==> src/rtl/psram_fe_pkg.sv <==
`timescale 1ns/1ps
package psram_fe_pkg;

    localparam int DQ_W     = 16;
    localparam int MODE_BIT = 15;  // 1: asynchronous, 0: burst
    localparam int WPOL_BIT = 10;  // WAIT active level
    localparam int ARM_BIT  = 4;   // 0 arms deep power-down

    typedef enum logic [3:0] {
        CT_STANDBY  = 4'd0,
        CT_NOP      = 4'd1,
        CT_READ     = 4'd2,
        CT_WRITE    = 4'd3,
        CT_BRD_INIT = 4'd4,
        CT_BWR_INIT = 4'd5,
        CT_BCONT    = 4'd6,
        CT_CFG_WR   = 4'd7,
        CT_CFG_RD   = 4'd8,
        CT_DPD      = 4'd9,
        CT_ADDR     = 4'd10
    } cyc_e;

    typedef enum logic [2:0] {
        BS_IDLE,
        BS_RD,
        BS_WR,
        BS_CFG_RD,
        BS_CFG_WR
    } bst_e;

endpackage

==> src/rtl/psram_fe_decode.sv <==
`timescale 1ns/1ps
module psram_fe_decode
    import psram_fe_pkg::*;
(
    input  logic ce_n,
    input  logic adv_n,
    input  logic oe_n,
    input  logic we_n,
    input  logic cre,
    input  logic burst_mode,
    input  logic burst_busy,
    input  logic in_dpd,
    input  logic ce_was_low,
    input  logic dpd_armed,
    output cyc_e cyc
);

    always_comb begin
        if (in_dpd) begin
            cyc = CT_DPD;
        end else if (ce_n) begin
            cyc = (ce_was_low && dpd_armed) ? CT_DPD : CT_STANDBY;
        end else if (burst_mode && !adv_n) begin
            if (cre) begin
                if (!we_n)      cyc = CT_CFG_WR;
                else if (!oe_n) cyc = CT_CFG_RD;
                else            cyc = CT_NOP;
            end else begin
                cyc = we_n ? CT_BRD_INIT : CT_BWR_INIT;
            end
        end else if (burst_mode && burst_busy) begin
            cyc = CT_BCONT;
        end else if (cre) begin
            if (!we_n && oe_n)      cyc = CT_CFG_WR;
            else if (!oe_n && we_n) cyc = CT_CFG_RD;
            else                    cyc = CT_NOP;
        end else if (!adv_n) begin
            cyc = CT_ADDR;
        end else if (!we_n) begin
            cyc = CT_WRITE;
        end else if (!oe_n) begin
            cyc = CT_READ;
        end else begin
            cyc = CT_NOP;
        end
    end

endmodule

==> src/rtl/psram_fe_cfg.sv <==
`timescale 1ns/1ps
module psram_fe_cfg #(
    parameter logic [15:0] BCR_RST = 16'h8400,
    parameter logic [15:0] RCR_RST = 16'h0010
) (
    input  logic        clk,
    input  logic        rst_n,
    input  logic        we,
    input  logic        sel,      // 1: bus configuration, 0: refresh
    input  logic [15:0] wdata,
    input  logic        restore,
    output logic [15:0] bcr,
    output logic [15:0] rcr
);

    typedef struct packed {
        logic [15:0] bcr;
        logic [15:0] rcr;
    } cfg_t;

    cfg_t cfg_d, cfg_q;

    always_comb begin
        cfg_d = cfg_q;
        if (restore) begin
            cfg_d.bcr = BCR_RST;
            cfg_d.rcr = RCR_RST;
        end else if (we) begin
            if (sel) cfg_d.bcr = wdata;
            else     cfg_d.rcr = wdata;
        end
    end

    always_ff @(posedge clk or negedge rst_n) begin
        if (!rst_n) begin
            cfg_q.bcr <= BCR_RST;
            cfg_q.rcr <= RCR_RST;
        end else begin
            cfg_q <= cfg_d;
        end
    end

    assign bcr = cfg_q.bcr;
    assign rcr = cfg_q.rcr;

endmodule

==> src/rtl/psram_fe_array.sv <==
`timescale 1ns/1ps
module psram_fe_array #(
    parameter int ADDR_W = 4
) (
    input  logic              clk,
    input  logic              rst_n,
    input  logic              we,
    input  logic [1:0]        lanes,
    input  logic [ADDR_W-1:0] waddr,
    input  logic [15:0]       wdata,
    input  logic              clr,
    input  logic [ADDR_W-1:0] raddr,
    output logic [15:0]       rdata
);

    localparam int DEPTH = 1 << ADDR_W;
    localparam int LANES = 2;

    logic [15:0]      mem_q [DEPTH];
    logic [DEPTH-1:0] vld_q, vld_d;

    always_ff @(posedge clk) begin
        if (we) begin
            for (int l = 0; l < LANES; l++) begin
                if (lanes[l]) mem_q[waddr][l*8 +: 8] <= wdata[l*8 +: 8];
            end
        end
    end

    always_comb begin
        vld_d = vld_q;
        if (clr)                vld_d = '0;
        else if (we && |lanes)  vld_d[waddr] = 1'b1;
    end

    always_ff @(posedge clk or negedge rst_n) begin
        if (!rst_n) vld_q <= '0;
        else        vld_q <= vld_d;
    end

    assign rdata = vld_q[raddr] ? mem_q[raddr] : 16'h0000;

endmodule

==> src/rtl/mux_psram_fe.sv <==
`timescale 1ns/1ps
module mux_psram_fe
    import psram_fe_pkg::*;
#(
    parameter int          ADDR_W  = 4,
    parameter logic [15:0] BCR_RST = 16'h8400,
    parameter logic [15:0] RCR_RST = 16'h0010
) (
    input  logic        clk,
    input  logic        rst_n,
    input  logic        ce_n,
    input  logic        adv_n,
    input  logic        oe_n,
    input  logic        we_n,
    input  logic        cre,
    input  logic        lb_n,
    input  logic        ub_n,
    input  logic [15:0] dq_in,
    output logic [15:0] dq_out,
    output logic        dq_oe_lo,
    output logic        dq_oe_hi,
    output logic        wait_o,
    output logic        wait_oe,
    output logic [3:0]  cycle,
    output logic        dpd
);

    typedef struct packed {
        logic [ADDR_W-1:0] addr;
        bst_e              bst;
        logic              sel;
        logic              dpd;
        logic              ce_low;
        logic [DQ_W-1:0]   dout;
        logic              oe_lo;
        logic              oe_hi;
        logic              wait_act;
        logic              wait_oe;
        cyc_e              cyc;
    } st_t;

    st_t st_d, st_q;

    cyc_e            cyc;
    logic [DQ_W-1:0] bcr, rcr, arr_rdata;
    logic            burst_mode;
    logic            arr_we, arr_clr, cfg_we, cfg_sel, cfg_restore;

    assign burst_mode = !bcr[MODE_BIT];

    psram_fe_decode u_dec (
        .ce_n       (ce_n),
        .adv_n      (adv_n),
        .oe_n       (oe_n),
        .we_n       (we_n),
        .cre        (cre),
        .burst_mode (burst_mode),
        .burst_busy (st_q.bst != BS_IDLE),
        .in_dpd     (st_q.dpd),
        .ce_was_low (st_q.ce_low),
        .dpd_armed  (!rcr[ARM_BIT]),
        .cyc        (cyc)
    );

    psram_fe_cfg #(
        .BCR_RST (BCR_RST),
        .RCR_RST (RCR_RST)
    ) u_cfg (
        .clk     (clk),
        .rst_n   (rst_n),
        .we      (cfg_we),
        .sel     (cfg_sel),
        .wdata   (dq_in),
        .restore (cfg_restore),
        .bcr     (bcr),
        .rcr     (rcr)
    );

    psram_fe_array #(
        .ADDR_W (ADDR_W)
    ) u_arr (
        .clk   (clk),
        .rst_n (rst_n),
        .we    (arr_we),
        .lanes ({!ub_n, !lb_n}),
        .waddr (st_q.addr),
        .wdata (dq_in),
        .clr   (arr_clr),
        .raddr (st_q.addr),
        .rdata (arr_rdata)
    );

    always_comb begin
        st_d          = st_q;
        st_d.oe_lo    = 1'b0;
        st_d.oe_hi    = 1'b0;
        st_d.wait_act = 1'b0;
        st_d.ce_low   = !ce_n;
        st_d.cyc      = cyc;
        st_d.wait_oe  = (cyc != CT_STANDBY) && (cyc != CT_DPD);
        arr_we        = 1'b0;
        arr_clr       = 1'b0;
        cfg_we        = 1'b0;
        cfg_sel       = st_q.addr[0];
        cfg_restore   = 1'b0;

        unique case (cyc)
            CT_DPD: begin
                if (st_q.dpd) begin
                    if (!ce_n) begin
                        st_d.dpd    = 1'b0;
                        cfg_restore = 1'b1;
                    end
                end else begin
                    st_d.dpd = 1'b1;
                    st_d.bst = BS_IDLE;
                    arr_clr  = 1'b1;
                end
            end
            CT_STANDBY: st_d.bst = BS_IDLE;
            CT_NOP: ;
            CT_ADDR: begin
                st_d.addr = dq_in[ADDR_W-1:0];
                st_d.bst  = BS_IDLE;
            end
            CT_READ: begin
                st_d.dout  = arr_rdata;
                st_d.oe_lo = !lb_n;
                st_d.oe_hi = !ub_n;
            end
            CT_WRITE: arr_we = 1'b1;
            CT_CFG_WR: begin
                if (burst_mode && !adv_n) begin
                    st_d.sel = dq_in[0];
                    st_d.bst = BS_CFG_WR;
                end else begin
                    cfg_we = 1'b1;
                end
            end
            CT_CFG_RD: begin
                if (burst_mode && !adv_n) begin
                    st_d.sel = dq_in[0];
                    st_d.bst = BS_CFG_RD;
                end else begin
                    st_d.dout  = st_q.addr[0] ? bcr : rcr;
                    st_d.oe_lo = !lb_n;
                    st_d.oe_hi = !ub_n;
                end
            end
            CT_BRD_INIT, CT_BWR_INIT: begin
                st_d.addr     = dq_in[ADDR_W-1:0];
                st_d.bst      = (cyc == CT_BRD_INIT) ? BS_RD : BS_WR;
                st_d.wait_act = 1'b1;
            end
            CT_BCONT: begin
                unique case (st_q.bst)
                    BS_RD: begin
                        st_d.dout  = arr_rdata;
                        st_d.oe_lo = !oe_n && !lb_n;
                        st_d.oe_hi = !oe_n && !ub_n;
                        st_d.addr  = st_q.addr + 1'b1;
                    end
                    BS_WR: begin
                        arr_we    = 1'b1;
                        st_d.addr = st_q.addr + 1'b1;
                    end
                    BS_CFG_WR: begin
                        cfg_we   = 1'b1;
                        cfg_sel  = st_q.sel;
                        st_d.bst = BS_IDLE;
                    end
                    BS_CFG_RD: begin
                        st_d.dout  = st_q.sel ? bcr : rcr;
                        st_d.oe_lo = !oe_n && !lb_n;
                        st_d.oe_hi = !oe_n && !ub_n;
                        st_d.bst   = BS_IDLE;
                    end
                    default: st_d.bst = BS_IDLE;
                endcase
            end
            default: ;
        endcase
    end

    always_ff @(posedge clk or negedge rst_n) begin
        if (!rst_n) begin
            st_q.addr     <= '0;
            st_q.bst      <= BS_IDLE;
            st_q.sel      <= 1'b0;
            st_q.dpd      <= 1'b0;
            st_q.ce_low   <= 1'b0;
            st_q.dout     <= '0;
            st_q.oe_lo    <= 1'b0;
            st_q.oe_hi    <= 1'b0;
            st_q.wait_act <= 1'b0;
            st_q.wait_oe  <= 1'b0;
            st_q.cyc      <= CT_STANDBY;
        end else begin
            st_q <= st_d;
        end
    end

    assign dq_out   = st_q.dout;
    assign dq_oe_lo = st_q.oe_lo;
    assign dq_oe_hi = st_q.oe_hi;
    assign wait_o   = st_q.wait_act ? bcr[WPOL_BIT] : !bcr[WPOL_BIT];
    assign wait_oe  = st_q.wait_oe;
    assign cycle    = st_q.cyc;
    assign dpd      = st_q.dpd;

endmodule

==> config.mk <==
export PLATFORM = sky130hd
export DESIGN_NAME = mux_psram_fe
export DESIGN_NICKNAME = d
export VERILOG_FILES = /design/src/rtl/psram_fe_pkg.sv /design/src/rtl/psram_fe_decode.sv /design/src/rtl/psram_fe_cfg.sv /design/src/rtl/psram_fe_array.sv /design/src/rtl/mux_psram_fe.sv
export SDC_FILE = /design/constraint.sdc
export NUM_CORES = 1
export LEC_CHECK = 0
export CAP_MARGIN = 40
export CORE_ASPECT_RATIO = 1.1
export CORE_MARGIN = 2
export CORE_UTILIZATION = 60
export CTS_BUF_LIST = sky130_fd_sc_hd__clkbuf_8
export DETAILED_ROUTE_END_ITERATION = 10
export GPL_ROUTABILITY_DRIVEN = 0
export PLACE_DENSITY_LB_ADDON = 0.15
export SLEW_MARGIN = 40
export SYNTH_ARGS = -nofsm -noshare
export SYNTH_HDL_FRONTEND = slang
export SYNTH_SLANG_ARGS = --single-unit
==> constraint.sdc <==
create_clock -name clk -period 5.98 [get_ports clk]
set_input_delay 1.196 -clock clk [delete_from_list [all_inputs] [get_ports clk]]
set_output_delay 1.196 -clock clk [all_outputs]
set_load 0.01 [all_outputs]
==> summary.md <==
| Metric | Value |
|---|---|
| Outcome | finished clean |
| Worst setup EP type | flip-flop |
| Worst path arrival time | 4420 ps |
| Part of the Yosys area used for sequential elements | 0.683 |
| Htree depth | 2 |
| RSZ-0062 raised after global routing | false |
| Drt first pass iters | 5 |
| Maximum vdd ir drop | 260 uV |
| Max Cap Violations | 0 |
| Largest net degree at the start of global routing | 83 |
| Critical Path RT | 6170 ps |
| Synthesized instance count | 841 |
| CTS tree | done |
| Setup ws final | 1750 ps |
| Die area | 25000 um2 |
| Most common cell in the netlist | edfxtp_1 |
| Largest area contributor in the netlist | edfxtp_1 |
| Clock slew at reported path FFs | 60 ps |
| Total Wirelength | 32400 um |
| # IOs | 50 |
| Detail-routed via count per cell | 6.62 |
| DR vias | 8152 |
| Post-synthesis adder-cell area fraction | 0.00351 |
| Clock latency on the worst-skew pair | 560 ps |
| Initial antenna violation count | 0 |
| Synth area leaders | edfxtp_1 54%, dfrtp_1 14%, mux4_2 13% |
| Post-synth top cells | 256 x edfxtp_1, 83 x mux4_2, 79 x dfrtp_1, 42 x nand2b_1, 40 x nand3_1 |
| Fraction of layout cells with a size suffix above 1 | 0.234 |
| Ant diodes | 0 |
| Worst Skew | 14.1 ps |
| Highest net fanout along the worst path | 16 |
| Crit Reg-Reg Startpoint | st_q[28]$_DFFE_PN0P_ |
| Hold WC Path Type | reg -> reg |
| Pre-CTS WS | 952 ps |
| Number of synthesized flops with an enable pin | 256 |
| Mux cell area share after synthesis | 0.146 |
| Root Driver | clkbuf_8 |
| Total power | 0.00667 W |
| Synth Area in XOR/XNOR | 0.00123 |
| Syn nets | 870 |
| Port buffer count | 49 |
| Fin crit share | 0.707 |
| Setup bufs post-CTS | 0 |
| Die W | 151 um |
| Wire per inst | 26.3 um |
| Vias in the first global route | 8226 |
| Ys async rst share | 0.243 |
| Synth top area share | 0.539 |
| Starting Density | 0.607 |
| Nets | 914 |
| Antenna-violating nets left | 0 |
| Slew Limit Headroom | 0.455 |
| Slowest Stage Delay on Critical Path | 580 ps |
| CTS Buf Count | 51 |
| Leakage power total | 5.44 nW |
| WHS | 491 ps |
| Cell area after synthesis | 14300 um2 |
| Core ar. | 23500 um2 |
| Simple-Gate Fraction of Synth Area | 0.0713 |
| Slowest library cell on the worst path | nor3_2 |
| Die H | 166 um |
| Total GRT Usage | 0.271 |
| # DRC | 0 |
| Min Tclk post-route | 4230 ps |
| Synthesized area per cell | 17.0 um2 |
| Worst setup SP type | input pin |
| Post-synthesis register bit count | 338 |
| Post_cts resized | 0 |
| Upper clock frequency limit | 0.236 GHz |
| Clock Tree Buf Depth | 3 |
| Hold bufs inserted after CTS | 0 |
| Worst setup path class | in -> reg |
| First-pass GRT wire length | 50500 um |
| Crit. Startpoint | adv_n |
| Synth warn | 0 |
| Final Hold Viols | 0 |
| CP Cell Sequence | clkdlybuf4s50_1 > or2_1 > or3_4 > and3_1 > nor3_1 > o21ai_4 > buf_8 > buf_16 > nor3_2 |
| PwrDens | 420 nW/um2 |
| Min-delay src | u_arr.vld_q[0]$_DFFE_PN0P_ |
| Synth Area in Compound Gates | 0.0600 |
| Detailed placement HPWL | 21100 um |
| Main combinational cell family by area after synthesis | multiplexers |
| Std-Cell Rows | 59 |
| Number of DRC markers in iteration 0 | 852 |
| Library cells used by synthesis | 64 |
| Slew @ Worst Pin | 815 ps |
| Final setup viols | 0 |
| Slew Viols, Final | 0 |
| GR Overflow Total | 0 |
| Clock sink count | 338 |
| Area Growth Syn to Fin | 11.4% |
| Setup_tns | 0 ps |
| Most used flip-flop cell after synthesis | edfxtp_1 |
==> cell families after synthesis <==
family          after synthesis
flops                       338
simple gates                186
compound gates              118
mux                         104
buf+inv                      89
fa+ha+maj                     4
xor+xnor                      2
==> final timing paths <==
check / endpoint / slack [ps] / cells after the start
worst max-delay path: u_arr.mem_q[12][12]$_DFFE_PP_ / 1750 / 9
worst min-delay path: u_arr.vld_q[0]$_DFFE_PN0P_ / 490 / 1
worst max register to register: u_arr.mem_q[12][12]$_DFFE_PP_ / 2470 / 9
worst min register to register: u_arr.vld_q[0]$_DFFE_PN0P_ / 490 / 1
max in group asynchronous: st_q[30]$_DFFE_PN0P_ / 4750 / 1
min in group asynchronous: cycle[3]$_DFF_PN0_ / 660 / 1
==> routing by layer <==
metal  share of wire  vias up  track usage
li1                -     3433            -
met1            0.41     4183        0.409
met2            0.48      473        0.419
met3           0.081       63       0.0460
met4           0.023        0       0.0711
met5               0        -            0
==> flip-flops by register name, summed over array words and instances, names as in the netlist <==
signal and flops:
u_arr.mem_q 256, dq_out 16, u_arr.vld_q 16, u_cfg.bcr 16, u_cfg.rcr 16, st_q 10, cycle 4, dpd 1
dq_oe_hi 1, dq_oe_lo 1, wait_oe 1
==> critical path: cells and delay by family <==
kind	cells	cell delay, ps
buf+inv	3	940
simple gates	5	2050
compound gates	1	210
==> metrics by stage <==
step,instance area [um2],utilization,std cells
after detailed placement,14900,0.636,1137
after CTS,15900,0.676,1231
after floorplan,14300,-,841
after global routing,15900,0.677,1231
after global placement,14800,0.631,1133
final,15900,0.677,1231
==> area by class of cell <==
type	count	area [um2]
Sequential cell	338	9750
Fill cell	1533	7590
Multi-Input combinational cell	414	4160
Clock buffer	57	785
Timing Repair Buffer	69	626
Tap cell	305	382
Clock inverter	37	148
Inverter	11	41.3
==> power breakdown <==
part / switching [W] / internal, W
clock network: 0.000849 / 0.000870
logic: 0.00105 / 0.000927
registers: 0.000224 / 0.00275
total: 0.00212 / 0.00455
==> placed cells by master (no fill, tap or decap), types with 19 or more instances in the layout <==
cell,Yosys,layout
edfxtp_1,256,256
mux4_2,83,83
dfrtp_1,79,77
clkbuf_8,0,57
nand2b_1,42,42
nand3_1,40,40
clkdlybuf4s50_1,0,39
inv_1,11,28
nor2_1,27,26
a21oi_1,24,24
nor3_2,0,23
a22oi_1,19,19
Note: power is estimated with default switching activity, not from simulation.
